==> config.mk <==
export PLATFORM = sky130hd
export DESIGN_NAME = vic_dual_bank
export DESIGN_NICKNAME = d
export VERILOG_FILES = /design/src/rtl/vic_dual_bank.sv
export SDC_FILE = /design/constraint.sdc
export NUM_CORES = 1
export LEC_CHECK = 0
export ABC_AREA = 1
export CAP_MARGIN = 20
export CORE_UTILIZATION = 45
export CTS_BUF_LIST = sky130_fd_sc_hd__clkbuf_8 sky130_fd_sc_hd__clkbuf_16
export CTS_CLUSTER_SIZE = 30
export DETAILED_ROUTE_END_ITERATION = 7
export HOLD_SLACK_MARGIN = 0.02
export SKIP_CTS_REPAIR_TIMING = 1
export SLEW_MARGIN = 10
export SYNTH_ARGS = -nofsm -noshare
export SYNTH_HDL_FRONTEND = slang
export SYNTH_SLANG_ARGS = --single-unit
==> constraint.sdc <==
create_clock -name clk -period 8.73 [get_ports clk]
set_clock_uncertainty 0.2 [all_clocks]
set_input_delay 0.873 -clock clk [delete_from_list [all_inputs] [get_ports clk]]
set_output_delay 0.873 -clock clk [all_outputs]
set_load 0.03 [all_outputs]
==> src/rtl/vic_dual_bank.sv <==
module vic_dual_bank #(
  parameter int NUM_BANKS = 2
) (
  input  logic                    clk,
  input  logic                    rst_n,
  input  logic [32*NUM_BANKS-1:0] src_i,
  input  logic [7:0]              bus_addr,
  input  logic                    bus_wr,
  input  logic                    bus_rd,
  input  logic [31:0]             bus_wdata,
  output logic [31:0]             bus_rdata,
  output logic                    irq_o,
  output logic                    fiq_o
);
  localparam int NSRC = 32 * NUM_BANKS;
  localparam int VW   = $clog2(NSRC + 1);
  localparam logic [VW-1:0] NONE = VW'(NSRC);

  logic [NSRC-1:0] route_q, en_q, type_q, pol_q, soft_q, latch_q, prev_q;
  logic [1:0]      mstr_q;
  logic [VW-1:0]   isv_irq_q, isv_fiq_q;

  logic [3:0] grp;
  logic [1:0] bk;
  logic       bank_ok;
  assign grp     = bus_addr[7:4];
  assign bk      = bus_addr[3:2];
  assign bank_ok = (int'(bk) < NUM_BANKS) && (bus_addr[1:0] == 2'b00);

  logic [NSRC+31:0] data_wide, ones_wide;
  assign data_wide = {{NSRC{1'b0}}, bus_wdata} << {bk, 5'b0};
  assign ones_wide = {{NSRC{1'b0}}, 32'hFFFF_FFFF} << {bk, 5'b0};

  logic [NSRC-1:0] wdat, wbank;
  assign wdat  = data_wide[NSRC-1:0];
  assign wbank = ones_wide[NSRC-1:0];

  function automatic logic [NSRC-1:0] hitmask(input logic [3:0] g);
    return (bus_wr && bank_ok && grp == g) ? wbank : '0;
  endfunction

  logic [NSRC-1:0] m_route, m_type, m_pol, m_soft, m_set, m_clr, m_lclr;
  assign m_route = hitmask(4'h0);
  assign m_clr   = hitmask(4'h2) & wdat;
  assign m_set   = hitmask(4'h3) & wdat;
  assign m_type  = hitmask(4'h4);
  assign m_pol   = hitmask(4'h5);
  assign m_lclr  = hitmask(4'hB) & wdat;
  assign m_soft  = hitmask(4'hC);

  logic [NSRC-1:0] adj, rise, pend, irq_st, fiq_st;
  assign adj    = src_i ^ pol_q;
  assign rise   = adj & ~prev_q & type_q;
  assign pend   = (type_q & latch_q) | (~type_q & adj) | soft_q;
  assign irq_st = pend & en_q & ~route_q;
  assign fiq_st = pend & en_q & route_q;

  function automatic logic [VW-1:0] pick(input logic [NSRC-1:0] v, input logic [VW-1:0] lim);
    logic [VW-1:0] r;
    r = NONE;
    for (int i = NSRC - 1; i >= 0; i--)
      if (v[i] && VW'(i) < lim) r = VW'(i);
    return r;
  endfunction

  logic [VW-1:0] irq_vec, fiq_vec;
  assign irq_vec = pick(irq_st, isv_irq_q);
  assign fiq_vec = pick(fiq_st, isv_fiq_q);
  assign irq_o   = mstr_q[0] && (irq_vec != NONE);
  assign fiq_o   = mstr_q[1] && (fiq_vec != NONE);

  logic ack_irq, ack_fiq, eoi_irq, eoi_fiq;
  assign ack_irq = bus_rd && (bus_addr == 8'hD0 || bus_addr == 8'hD4) && irq_vec != NONE;
  assign ack_fiq = bus_rd && (bus_addr == 8'hDC || bus_addr == 8'hE0) && fiq_vec != NONE;
  assign eoi_irq = bus_wr && bus_addr == 8'hD8;
  assign eoi_fiq = bus_wr && bus_addr == 8'hE4;

  always_ff @(posedge clk or negedge rst_n) begin
    if (!rst_n) begin
      route_q   <= '0;
      en_q      <= '0;
      type_q    <= '0;
      pol_q     <= '0;
      soft_q    <= '0;
      latch_q   <= '0;
      prev_q    <= '0;
      mstr_q    <= '0;
      isv_irq_q <= NONE;
      isv_fiq_q <= NONE;
    end else begin
      prev_q  <= adj;
      route_q <= (route_q & ~m_route) | (wdat & m_route);
      type_q  <= (type_q & ~m_type) | (wdat & m_type);
      pol_q   <= (pol_q & ~m_pol) | (wdat & m_pol);
      soft_q  <= (soft_q & ~m_soft) | (wdat & m_soft);
      en_q    <= (en_q & ~m_clr) | m_set;
      latch_q <= (latch_q & ~m_lclr) | rise;
      if (bus_wr && bus_addr == 8'h68) mstr_q <= bus_wdata[1:0];
      if (eoi_irq) isv_irq_q <= NONE;
      else if (ack_irq) isv_irq_q <= irq_vec;
      if (eoi_fiq) isv_fiq_q <= NONE;
      else if (ack_fiq) isv_fiq_q <= fiq_vec;
    end
  end

  logic [NSRC-1:0] rsel;
  always_comb begin
    rsel = '0;
    unique case (grp)
      4'h0: rsel = route_q;
      4'h1: rsel = en_q;
      4'h4: rsel = type_q;
      4'h5: rsel = pol_q;
      4'h8: rsel = irq_st;
      4'h9: rsel = fiq_st;
      4'hA: rsel = adj;
      4'hC: rsel = soft_q;
      default: rsel = '0;
    endcase
  end

  always_comb begin
    bus_rdata = bank_ok ? 32'(rsel >> {bk, 5'b0}) : 32'h0;
    case (bus_addr)
      8'h68:        bus_rdata = {30'h0, mstr_q};
      8'hD0, 8'hD4: bus_rdata = 32'(irq_vec);
      8'hDC, 8'hE0: bus_rdata = 32'(fiq_vec);
      8'hE8:        bus_rdata = 32'(isv_irq_q);
      8'hF0:        bus_rdata = 32'(isv_fiq_q);
      default: ;
    endcase
  end

  assert_enset_R2: assert property (@(posedge clk) disable iff (!rst_n)
    (m_set != '0) |=> ((en_q & $past(m_set)) == $past(m_set)));
  assert_enclr_R2: assert property (@(posedge clk) disable iff (!rst_n)
    (m_clr != '0) |=> ((en_q & $past(m_clr)) == '0));
  assert_edge_wins_R5: assert property (@(posedge clk) disable iff (!rst_n)
    (rise != '0) |=> ((latch_q & $past(rise)) == $past(rise)));
  assert_fiq_gate_R7: assert property (@(posedge clk) disable iff (!rst_n)
    !mstr_q[1] |-> !fiq_o);
  assert_ack_R9: assert property (@(posedge clk) disable iff (!rst_n)
    (ack_irq && !eoi_irq) |=> (isv_irq_q == $past(irq_vec)));
  assert_eoi_R10: assert property (@(posedge clk) disable iff (!rst_n)
    eoi_irq |=> (isv_irq_q == NONE));
  assert_eoi_fiq_R10: assert property (@(posedge clk) disable iff (!rst_n)
    eoi_fiq |=> (isv_fiq_q == NONE));
endmodule

Word level (Yosys, flattened, before mapping)

Index checks and enable logic that the tools add are counted.

Flip-flop bits (word level): 464
Bits of input ports: 108
Output and inout port bits: 34
Word-level logic and storage cells: 497

Order comparisons: 129
Equality and inequality tests: 21
Shifts and indexed selects: 3
Multiplexer cells: 142
Bitwise logic cells: 38
Reductions and logical operators: 154

Operators with widths:

| cell                  | number |
|---|---|
| $and 64x64->64        | 20 |
| $mux 7                | 132 |
| $not 64->64           | 9 |
| $or 64x64->64         | 8 |
| $pmux 64 s8           | 1 |
| $lt 6x7->1 const A    | 64 |
| $mux 64               | 7 |
| $lt 5x7->1 const A    | 32 |
| $pmux 32 s5           | 1 |
| $logic_and 1x1->1     | 146 |
| $lt 4x7->1 const A    | 16 |
| $eq 8x8->1 const B    | 8 |
| $shl 32x7->64         | 1 |
| $shl 32x7->64 const A | 1 |
| $shr 64x7->32         | 1 |
| $xor 64x64->64        | 1 |
| $lt 3x7->1 const A    | 8 |
| $mux 32               | 1 |
| $lt 1x7->1 const A    | 4 |
| $lt 2x7->1 const A    | 4 |
| $eq 4x4->1 const B    | 5 |
| $ne 7x7->1 const B    | 2 |
| $eq 4x2->1 const B    | 2 |
| $eq 4x3->1 const B    | 2 |
| 8 further kinds       | 11 |

Logic depth before layout (Yosys ltp)

Word-level depth: 75
Depth in mapped cells: 70
Depth with buffers taken out: 70

Least setup slack after synthesis

No wires, ideal clock.

Kind: in2out
Start point: input src_i[60]
End point: output bus_rdata[0]
Data arrival time: 4.409 ns
Slack: 3.248 ns
Stages: 66
Path buffers: 0
Path through: xor2_2 > nand2_1 > a21oi_2 > nand3_1 > nand2_1 > nand2_1 > nand2_1 > nand2_1 > nand2_1 > nand2_1 > nand2_1 > nand2_1 > nand2_1 > nand2_1 > nand2_1 > nand2_1 > nand2_1 > nand2_1 > (+30 left out) > nand2_1 > nand2_1 > nand2_1 > nand2_1 > nand2_1 > nand2_1 > nand2_1 > nand2_1 > nand2_1 > nand2_1 > nand2_1 > nand2_1 > nand2_1 > nand2_1 > nand2_1 > nand2_1 > nand3_1 > nand4_1

Longest elaborated chain between the ends: 69
Elaborated cells on any way between the ends: 132

Ends and longest elaborated chain:

| what                              | line   | text |
|---|---|---|
| start, declared                   | 6      | `input logic [32*NUM_BANKS-1:0] src_i,` |
| $xor 64x64->64 *                  | 52     | `assign adj = src_i ^ pol_q;` |
| $and 64x64->64 *                  | 54     | `assign pend = (type_q & latch_q) \| (~type_q & adj) \| soft_q;` |
| $or 64x64->64 * (2 in a row)      | 54     |  |
| $and 64x64->64 *                  | 55, 56 |  |
| $and 64x64->64 (on tied branches) | 56, 55 |  |
| $logic_and 1x1->1                 | 62     | `if (v[i] && VW'(i) < lim) r = VW'(i);` |
| $mux 7 (61 in a row)              | 62     |  |
| $pmux 32 s5 *                     | 124    | `case (bus_addr)` |
| end, declared                     | 11     | `output logic [31:0] bus_rdata,` |

Mark *: on every way between the ends. The rest lies on a longest branch, timed or not.

Worst setup path after layout

Start point: input src_i[61]
End point: output bus_rdata[0]

Longest elaborated chain between the ends: 70
Elaborated cells on any way between the ends: 134

Ends and longest elaborated chain:

| what                              | line |
|---|---|
| $xor 64x64->64 *                  | 52 |
| $and 64x64->64 *                  | 54 |
| $or 64x64->64 * (2 in a row)      | 54 |
| $and 64x64->64 *                  | 55, 56 |
| $and 64x64->64 (on tied branches) | 56, 55 |
| $logic_and 1x1->1                 | 62 |
| $mux 7 (62 in a row)              | 62 |
| $pmux 32 s5 *                     | 124 |

Marked as above.

==> impl_metrics.json <==
{
  "dieHeight_um": 239.5,
  "crit_slowest_cell": "clkdlybuf4s50_1",
  "grt_max_degree": 182,
  "final_core_util_pct": 52.85,
  "grt_overflow": 0,
  "synth_ff_type": "dfrtp_1",
  "pin_count": 142,
  "regToRegStartpoint": "isv_irq_q[6]$_DFFE_PN1P_",
  "status": "finished, violations left",
  "avgSynthCellArea_um2": 7.465,
  "synthToLayoutAreaGrowth_pct": 15.36,
  "track_usage_pct": 35.36,
  "place_congestion": 1.030,
  "drv_cap": 0,
  "yosys.area_share.adder_pct": 0,
  "hp-class": "primary input to async pin",
  "root_buffer": "clkbuf_16",
  "crit_cells": 70,
  "drc_errors": 4,
  "worst_hold_slack_ns": 0.1543,
  "ys_seq_area_share_pct": 45.75,
  "synth_top_family_by_area": "compound AO/OA/AOI/OAI gates",
  "clock_latency_ns": 0.62,
  "setup_ws_ns": 1.186,
  "die_w_um": 239.5,
  "fin_nets": 3586,
  "fmax_mhz": 132.6,
  "cts.sinks": 464,
  "r2r_cells": 21,
  "slew-limit-headroom_pct": 25.14,
  "vias_per_cell": 5.921,
  "crit_buf_inv": 3,
  "stdcell_area_um2": 29290,
  "violations": "DRC",
  "ys_types": 47,
  "synth_compound_area_share_pct": 23.62,
  "power_density_nw_per_um2": 171.5,
  "rsz0062_at_grt": "false",
  "worst_path_most_repeated_cell": "nand2_1",
  "worstReg2RegEnd": "isv_irq_q[5]$_DFFE_PN0P_",
  "critPathArrivalTime_ns": 6.47,
  "finalHoldViolCount": 0,
  "io_buffer_count": 141,
  "synth_edf_count": 0,
  "antenna_cells": 0,
  "ant_nets": 0,
  "peakVddDrop_uv": 157.4,
  "fin_total_pwr_mw": 5.023,
  "tritoncts": "built",
  "critPathTopFamily": "simple AND/OR/NAND/NOR gates",
  "h-tree-depth": 2,
  "cts_made_buffers": 52,
  "route.vias.total": 25237,
  "fin_cells": 4262,
  "ys_seq_elements": 464,
  "synth_warnings": 0,
  "setup_viol": 0,
  "synth_area_um2": 25390,
  "first_pass_iters": 8,
  "clock_path_buffers": 3,
  "syn_inst": 3401,
  "clkTransAtPathRegs_ns": 0.06,
  "drt_iter0_drc": 2730,
  "row_count": 86,
  "drv_slew": 0,
  "grt_pass1_wl_um": 150700,
  "crit_path_max_fanout": 4,
  "synthesis.nets": 3509,
  "reg2reg_setup_slack_ns": 3.18,
  "period_needed_ns": 7.544,
  "grt_pass1_vias": 23747,
  "antenna_found_initial": 2,
  "leakagePower_nw": 12.61,
  "drive_above_1_share_pct": 4.582,
  "max_stage_delay_ns": 0.70,
  "wirelength_um": 101700,
  "wl_per_cell_um": 23.87,
  "synth_mux_area_share_pct": 0,
  "end_kind": "output pin",
  "period_share_pct": 86.41,
  "dp_cells": 4172,
  "async_reset_ff_share_pct": 100.0,
  "place_ws_ns": 1.318,
  "synth_xor_xnor_area_share_pct": 2.164,
  "required_ns": 7.66,
  "critPathKind": "primary input to output pin",
  "place_hpwl_um": 67500,
  "core-area_um2": 55420,
  "start_util_pct": 45.81,
  "placed_cell_area_um2": 27590,
  "die_area_um2": 57370,
  "yosys.area_share.simple_pct": 19.26,
  "critPathLaunchType": "primary input",
  "setup_tns_ns": 0,
  "tightest_slew_ns": 1.119
}
[placed cells by master, fill, tap and decap left out, types with 16 or more instances in the layout]
cell type and count:
xnor2_1 56, nor2_1 272, o211ai_1 18, o31ai_1 66, o22ai_1 28, clkbuf_16 53
a2111oi_0 16, o2111ai_1 31, dfrtp_1 462, nand2_1 742, nand3_1 57, o21ai_0 642
buf_4 39, nor3_1 75, clkdlybuf4s50_1 139, a21oi_1 120, nor4_1 35, inv_1 457
a221oi_1 43
[worst register-to-register path, stage by stage (launching register included)]
cell	delay, ns
dfstp_2	0.43
nor2_1	0.12
buf_4	0.20
clkinv_1	0.34
nor2_1	0.19
buf_4	0.25
inv_1	0.16
nor2_1	0.49
inv_1	0.30
o21ai_0	0.35
nand2_1	0.11
nor2_1	0.24
nand2_1	0.08
inv_1	0.10
nand2_1	0.08
nor2_1	0.11
inv_1	0.06
nor4_1	0.62
nor2_1	0.29
inv_1	0.14
nand2_1	0.18
o21ai_0	0.37
[synthesized netlist by cell type (all sizes together), types with 43 or more instances]
cell / number / area (um2)
nand2: 755 / 2834
o21ai: 646 / 3241
dfrtp: 462 / 11560
inv: 450 / 1692
nor2: 282 / 1069
clkbuf: 153 / 584.3
a21oi: 122 / 618.1
nor3: 75 / 375.4
o31ai: 66 / 495.5
nand3: 57 / 285.3
xnor2: 56 / 490.5
a221oi: 43 / 376.6
[final cells by class]
class,instances,area [um2]
Clock inverter,22,158.9
Clock buffer,68,1533
Sequential cell,464,11610
Timing Repair Buffer,184,1792
Inverter,456,1714
Multi-Input combinational cell,2320,11540
Tap cell,748,935.9
Fill cell,5449,26130
[worst max path at each step]
stage / start / to / slack, ns
after floorplan: src_i[60] / bus_rdata[0] / 3.25
after global placement: src_i[61] / bus_rdata[0] / 1.27
after detailed placement: src_i[61] / bus_rdata[0] / 1.32
after CTS: src_i[61] / bus_rdata[0] / 1.31
after global routing: src_i[61] / bus_rdata[0] / 0.46
final: src_i[61] / bus_rdata[0] / 1.19
[kinds of logic after synthesis]
kind of cell	Yosys count
AND/OR/NAND/NOR	1221
XOR/XNOR	61
AO/OA/AOI/OAI	1038
buffers and inverters	617
flip-flops	464
[where the power goes]
part | switching (mW) | internal, mW
Sequential | 0.0628 | 2.23
Clock | 0.910 | 1.28
Combinational | 0.375 | 0.165
[layer usage]
| layer | global-route usage (%) | vias to the layer above | routed length (um) |
|---|---|---|---|
| met5 | 0 | - | 12 |
| met4 | 12.04 | 2 | 3350 |
| met3 | 5.347 | 199 | 8223 |
| met2 | 55.76 | 1221 | 46210 |
| met1 | 49.50 | 12287 | 43940 |
| li1 | - | 11528 | - |
(Power assumes the default switching activity.)
